`config.mk`:
```
export PLATFORM = sky130hd
export DESIGN_NAME = ctlword_port
export DESIGN_NICKNAME = d
export VERILOG_FILES = /design/src/rtl/ctlword_port.sv
export SDC_FILE = /design/constraint.sdc
export NUM_CORES = 1
export LEC_CHECK = 0
export BUFFER_PORTS_ARGS = -buffer_cell sky130_fd_sc_hd__clkbuf_2
export CAP_MARGIN = 5
export CORE_UTILIZATION = 50
export CTS_CLUSTER_DIAMETER = 150
export CTS_CLUSTER_SIZE = 20
export DETAILED_ROUTE_END_ITERATION = 8
export PLACE_DENSITY = 0.7
export SETUP_SLACK_MARGIN = 0.05
export SYNTH_ARGS = -nofsm -noshare
export SYNTH_HDL_FRONTEND = slang
export SYNTH_SLANG_ARGS = --single-unit
```
`constraint.sdc`:
```
create_clock -name mclk -period 5.4 [get_ports mclk]
set_input_delay 0.54 -clock mclk [delete_from_list [all_inputs] [get_ports mclk]]
set_output_delay 0.54 -clock mclk [all_outputs]
set_load 0.02 [all_outputs]
```
`src/rtl/ctlword_port.sv`:
```
module ctlword_port #(
  parameter int NREG = 4
) (
  input  logic             mclk,
  input  logic             rst_n,
  input  logic             fs,
  input  logic             shift_en,
  input  logic             din,
  output logic             dout,
  output logic [1:0]       ctrl_bits,
  output logic [NREG*8-1:0] cfg_regs,
  output logic             fclk
);
  localparam int IDX_W = (NREG > 2) ? $clog2(NREG) : 1;
  localparam int LAST  = 15;
  localparam int HALF  = 7;

  logic [14:0]            in_sr;
  logic [15:0]            out_sr;
  logic [4:0]             bit_cnt;
  logic                   active, rw_q;
  logic [NREG-1:0][7:0]   regs;
  logic [7:0]             div_cnt, a_act;

  wire [7:0]  hi   = {in_sr[6:0], din};
  wire [15:0] word = {in_sr[14:0], din};
  wire        shift  = active && shift_en && !fs;
  wire        at_hi  = shift && (bit_cnt == 5'(HALF));
  wire        at_end = shift && (bit_cnt == 5'(LAST));

  function automatic logic addr_ok(input logic [4:0] a);
    return (a != 5'd0) && (32'(a) < NREG);
  endfunction

  wire [7:0] rdata = addr_ok(hi[4:0]) ? regs[hi[IDX_W-1:0]] : 8'h00;
  wire       commit_wr = at_end && !word[13] && addr_ok(word[12:8]);

  always_ff @(posedge mclk) begin
    if (!rst_n) begin
      in_sr   <= '0;
      out_sr  <= '0;
      bit_cnt <= '0;
      active  <= 1'b0;
      rw_q    <= 1'b0;
    end else if (fs) begin
      out_sr  <= '0;
      bit_cnt <= '0;
      active  <= 1'b1;
      rw_q    <= 1'b0;
    end else if (shift) begin
      in_sr   <= word[14:0];
      bit_cnt <= bit_cnt + 5'd1;
      if (at_hi) begin
        rw_q   <= hi[5];
        out_sr <= {hi[5] ? rdata : 8'h00, 8'h00};
      end else begin
        out_sr <= {out_sr[14:0], 1'b0};
      end
      if (at_end) active <= 1'b0;
    end
  end

  always_ff @(posedge mclk) begin
    if (!rst_n) begin
      regs      <= '0;
      ctrl_bits <= '0;
    end else if (at_end) begin
      ctrl_bits <= word[15:14];
      if (commit_wr) regs[word[8+IDX_W-1:8]] <= word[7:0];
    end
  end

  assign dout     = out_sr[15];
  assign cfg_regs = regs;

  wire [7:0] a_next = (regs[1] == 8'd0) ? 8'd1 : regs[1];
  wire       tc     = (div_cnt == a_act - 8'd1);

  always_ff @(posedge mclk) begin
    if (!rst_n) begin
      div_cnt <= '0;
      a_act   <= 8'd1;
      fclk    <= 1'b0;
    end else if (tc) begin
      div_cnt <= '0;
      a_act   <= a_next;
      fclk    <= ~fclk;
    end else begin
      div_cnt <= div_cnt + 8'd1;
    end
  end

  initial assert (NREG >= 2 && NREG <= 32);

  AST_HEAD_ZERO: assert property (@(posedge mclk) disable iff (!rst_n)
    active && bit_cnt <= 5'(HALF) |-> !dout);
  AST_WRITE_ZERO: assert property (@(posedge mclk) disable iff (!rst_n)
    active && bit_cnt > 5'(HALF) && !rw_q |-> !dout);
  AST_READ_KEEPS: assert property (@(posedge mclk) disable iff (!rst_n)
    at_end && word[13] |=> $stable(regs));
  AST_ONLY_ON_COMMIT: assert property (@(posedge mclk) disable iff (!rst_n)
    !$stable(regs) |-> $past(commit_wr));
  AST_SLOT0_ZERO: assert property (@(posedge mclk) disable iff (!rst_n)
    cfg_regs[7:0] == 8'h00);
  AST_ABORT_KEEPS: assert property (@(posedge mclk) disable iff (!rst_n)
    fs && active |=> $stable(regs) && $stable(ctrl_bits));
  AST_FCLK_AT_TC: assert property (@(posedge mclk) disable iff (!rst_n)
    !$stable(fclk) |-> $past(div_cnt) == $past(a_act) - 8'd1);
  AST_DIV_NONZERO: assert property (@(posedge mclk) disable iff (!rst_n)
    a_act != 8'd0 && div_cnt < a_act);
  AST_SWAP_AT_TC: assert property (@(posedge mclk) disable iff (!rst_n)
    !$stable(a_act) |-> !$stable(fclk));
endmodule

```
Yosys cells after proc, flatten, opt, wreduce, memory -nomap -nowiden
Cells that the tools add are included.
{"block": "op_classes", "addsub": 3, "order_cmp": 5, "n_eq_ne": 3, "muxes": 12, "bitwise": 3, "n_reduce_logical": 21}
{"op": "8-bit 2-to-1 mux", "n": 5}
{"op": "32-bit bitwise mux", "n": 1}
{"op": "8-bit binary-select mux with 2-bit select", "n": 1}
{"op": "8-bit demux with 2-bit select", "n": 1}
{"op": "16-bit 2-to-1 mux", "n": 1}
{"op": "5-bit by 3-bit < comparator with 1-bit output (second input constant)", "n": 2}
{"op": "5-bit nonzero test", "n": 2}
{"op": "1-bit logical AND", "n": 9}
{"op": "8-bit by 1-bit adder with 8-bit output (second input constant)", "n": 1}
{"op": "8-bit equality test", "n": 1}
{"op": "8-bit zero test", "n": 1}
{"op": "8-bit by 1-bit subtractor with 8-bit output (second input constant)", "n": 1}
{"op": "2-bit by 3-bit < comparator with 1-bit output (second input constant)", "n": 2}
{"op": "2-bit AND reduction", "n": 3}
{"op": "5-bit by 1-bit adder with 5-bit output (second input constant)", "n": 1}
{"op": "5-bit by 3-bit equality test with 1-bit output (second input constant)", "n": 1}
{"op": "5-bit by 4-bit equality test with 1-bit output (second input constant)", "n": 1}
{"op": "2-bit nonzero test", "n": 2}
{"op": "2-bit OR reduction", "n": 2}
{"op": "1-bit 2-to-1 mux", "n": 3}
{"op": "1-bit inverter", "n": 3}
{"op": "2-bit by 1-bit greater-or-equal comparator with 1-bit output (second input constant)", "n": 1}
{"op": "1-bit zero test", "n": 2}
{"block": "word_totals", "ff_bits": 88, "input_bits": 5, "out_inout_bits": 36, "wordCells": 59}

Longest topological paths before layout
{"block": "depth", "depth_word": 6, "depth_mapped": 9, "mapped_depth_nobuf": 7}

Worst setup path before layout
OpenSTA, ideal clock, no wires.
{"block": "synth_timing", "path_kind": "reg-to-reg", "startpoint": "register a_act[0]", "endpoint": "register a_act[0]", "setup_time_ns": 0.121, "t_arrival_ns": 2.106, "required_time_ns": 5.279, "slack_ns": 3.173, "path_stages_with_launch": 9, "n_path_buf": 1, "period_less_slack_ns": 2.227, "cell_sequence": "dfxtp_1 -> inv_1 -> ha_1 -> clkbuf_2 -> o21ba_2 -> a221oi_1 -> a41oi_1 -> a211oi_4 -> mux2_4"}
{"block": "synth_via", "elab_chain_len": 2}
{"item": "start, declared", "line": "23", "text": "logic [7:0] div_cnt, a_act;"}
{"item": "start signal, assigned", "line": "86", "text": "a_act <= a_next;"}
{"item": "8-bit by 1-bit subtractor with 8-bit output", "line": "77", "text": "wire tc = (div_cnt == a_act - 8'd1);"}
{"item": "8-bit equality test", "line": "77"}
No other way between the ends.
A chain may end at the register's enable or synchronous reset.

Worst setup path in the final report
Ends and elaborated chain as after synthesis.

==> key figures <==
Routing
  – DR DRC count: 0
  – Via count: ~2,600
  – Final WL: a little over 7 mm
  – Routed wire length per instance: approximately 14 um
  – First DRT Iteration DRCs: about 130
  – Routed Antenna Nets: 0
  – 1st-pass router iterations: 4
  – Vias/cell: about 5.3

Worst hold path
  – HP Class: reg -> reg

GRT
  – Total gr overflow: 0
  – Largest net degree at the start of global routing: between 70 and 80
  – First-pass GRT wire length: between 10 and 15 mm
  – M1 GR Usage: 0.267
  – Tot GR Track Use: 0.202
  – Most used routing layer: met2
  – Vias in the first global route: 2,441
  – Initial antenna violation count: 0
  – Met3 usage: 0.0324
  – Met2 usage: 0.327

STA
  – Min cycle time layout: ~2.6 ns
  – Setup tns final: 0 ns
  – Slew headroom: 0.364
  – Clk_skew: around 0.0056 ns
  – RSZ-0062 raised after global routing: false
  – Period Utilization, post-route: 0.489
  – Final max-slew violation count: 0
  – Setup violators final: 0
  – Hold WS: between 0.4 and 0.5 ns
  – Fin. Hold Viols: 0
  – Worst-Margin Slew: 0.953 ns
  – Fmax: about 380 MHz

Run status
  – Outcome: completed

Floorplan
  – Io pins: just over 40
  – Rows: 30
  – Core Region: roughly 6800 um2
  – Starting Density: 0.521
  – Die area: 7450 um2
  – Die H: approximately 86 um
  – Die Width: ~86 um

Yosys
  – Mapped Nets: 373
  – Seq/Total Area, Yosys: 0.450
  – Syn Std Cell Area: roughly 3600 um2
  – #FFs+latches synth: 80
  – Synth warn: 0
  – Synth unique cells: approximately 40
  – Post-Synthesis Cells: approximately 360
  – Mean Syn Cell Area: roughly 9.8 um2

Clock tree
  – CTS clock-pin slew for the worst setup and hold paths: approximately 0.080 ns
  – Clock root buffer master: clkbuf_8
  – H-tree depth: 3
  – Max Buffers Root-to-Sink: 2
  – Clk_lat worst skew: roughly 0.33 ns
  – CTS tree: done
  – CTS Buf Count: 9
  – Cts hold-fix bufs: 0
  – Clock sink count: 80
  – Post-CTS Resized: 0
  – Post-CTS setup buffers: 0

Power and ir drop
  – P_leak: 1.68 nW
  – Pwr/cell area: roughly 250 nW/um2
  – Total power: 0.996 mW
  – IR drop worst, VDD: roughly 0.17 mV

Critical path
  – Crit Path Class: reg -> reg
  – Critical Path Start Type: register
  – Worst-path maximum fanout: 17
  – Worst path required time: ~5.6 ns
  – CP Capture Type: register
  – Arrival time worst endpoint: between 2 and 3 ns

Finish
  – Proportion of layout cells with a drive suffix above 1: 0.174
  – Synthesis-to-finish area growth: 11.2%
  – Commonest non-fill, non-tap cell in the layout: dfxtp_1
  – NumNets Final: between 400 and 500
  – Most frequent cells in the layout: 80 x dfxtp_1, 56 x nand2_1, 40 x clkbuf_2, 32 x mux2i_1, 26 x nor2b_1
  – N_diodes: 0
  – Register area: 1600 um2
  – Fill cells: roughly 650
  – Finished Layout Cells: between 400 and 500
  – Post-layout instance area: between 3000 and 4000 um2
  – Area taken by multi-input logic gates: around 1900 um2

Place
  – IO buf count: 40
  – Placed Cells: ~480
  – Placed inst area: ~3800 um2
  – GP Congestion: ~0.86
  – Detailed placer's ending HPWL: approximately 4.8 mm

Flow run
  – Max-Cap Viols: 0
## registers in the layout, summed over array words and instances, names as in the netlist
signal,cells
a_act,8
active,1
bit_cnt,5
cfg_regs,32
ctrl_bits,2
div_cnt,8
fclk,1
in_sr,15
out_sr,8
## cells in the mapped netlist
cell type | number | area share
o31a_1 | 1 | 0.0025
a22oi_1 | 1 | 0.0021
xor2_1 | 7 | 0.017
o21ai_0 | 8 | 0.011
nor3_1 | 4 | 0.0056
a21oi_1 | 4 | 0.0056
nand4b_1 | 1 | 0.0025
nor4_1 | 2 | 0.0035
o221a_2 | 1 | 0.0032
nor2_1 | 17 | 0.018
clkbuf_2 | 1 | 0.0014
and3b_2 | 1 | 0.0028
nand2b_1 | 5 | 0.0088
dfxtp_1 | 80 | 0.45
nand3_1 | 8 | 0.011
nand3b_1 | 2 | 0.0042
and2_1 | 9 | 0.016
inv_1 | 3 | 0.0032
and3b_1 | 1 | 0.0025
a211oi_4 | 1 | 0.0056
a211oi_1 | 1 | 0.0021
a221oi_1 | 9 | 0.022
nor2b_1 | 26 | 0.046
nor4b_1 | 1 | 0.0025
nor3b_1 | 7 | 0.015
a41oi_1 | 1 | 0.0025
o21ba_2 | 1 | 0.0028
mux2i_1 | 32 | 0.090
a21boi_0 | 17 | 0.036
o21a_1 | 1 | 0.0021
and3_1 | 4 | 0.0070
o21bai_1 | 2 | 0.0042
mux2_4 | 1 | 0.0042
mux4_2 | 8 | 0.051
nor4_4 | 1 | 0.0060
clkbuf_1 | 20 | 0.021
ha_1 | 4 | 0.014
buf_6 | 1 | 0.0032
xnor2_1 | 11 | 0.027
nand4_1 | 3 | 0.0053
nand2_1 | 56 | 0.059
## stage by stage
stage / util / setup WS [ns]
final: 0.579 / 2.76
after global routing: 0.579 / 2.51
after CTS: 0.579 / 2.75
after floorplan: - / 3.17
after global placement: 0.555 / 2.70
after detailed placement: 0.555 / 2.66
## worst paths after layout
kind	start	endpoint	slack, ns	cells past startpoint
setup / recovery	a_act[0]	a_act[0]	2.76	7
hold / removal	ctrl_bits[0]	ctrl_bits[0]	0.46	2
setup reg to reg	a_act[0]	a_act[0]	2.76	7
hold reg to reg	ctrl_bits[0]	ctrl_bits[0]	0.46	2
## layer usage
metal,vias up,routed length [um]
met5,-,0
met4,0,85
met3,8,216
met2,47,3400
met1,1215,3350
li1,1321,-
## cell type report
class                      count  share of cell area
multi-input combinational    259               0.469
inverter                       3             0.00285
sequential                    80               0.405
clock buffer                  10              0.0348
timing repair buffer          41              0.0525
tap                           96              0.0304
clock inverter                 4             0.00570
## kinds of logic (layout without fill, tap and decap cells)
logic type | count (synthesis) | in the layout | synth area share
AO/OA/AOI/OAI | 48 | 48 | 0.102
buffers and inverters | 25 | 58 | 0.0289
flip-flops | 80 | 80 | 0.450
multiplexers | 41 | 41 | 0.145
adder cells (fa/ha/maj) | 4 | 4 | 0.0141
AND/OR/NAND/NOR | 148 | 148 | 0.215
XOR/XNOR | 18 | 18 | 0.0443
## report_power, final
part           leakage, nW  switching, mW  internal (mW)
Combinational        0.947         0.0197         0.0127
Clock               0.0838          0.196          0.172
Sequential           0.645        0.00301          0.593
Total                 1.68          0.219          0.777
## worst max-delay path, stage by stage (launching register included)
cell and delay (ns):
dfxtp_1 0.42, inv_1 0.08, ha_1 0.31, o21ba_2 0.23, a221oi_1 0.28, a41oi_1 0.11, a211oi_4 0.74, mux2_4 0.35
Power figures use the tool's default switching activity.
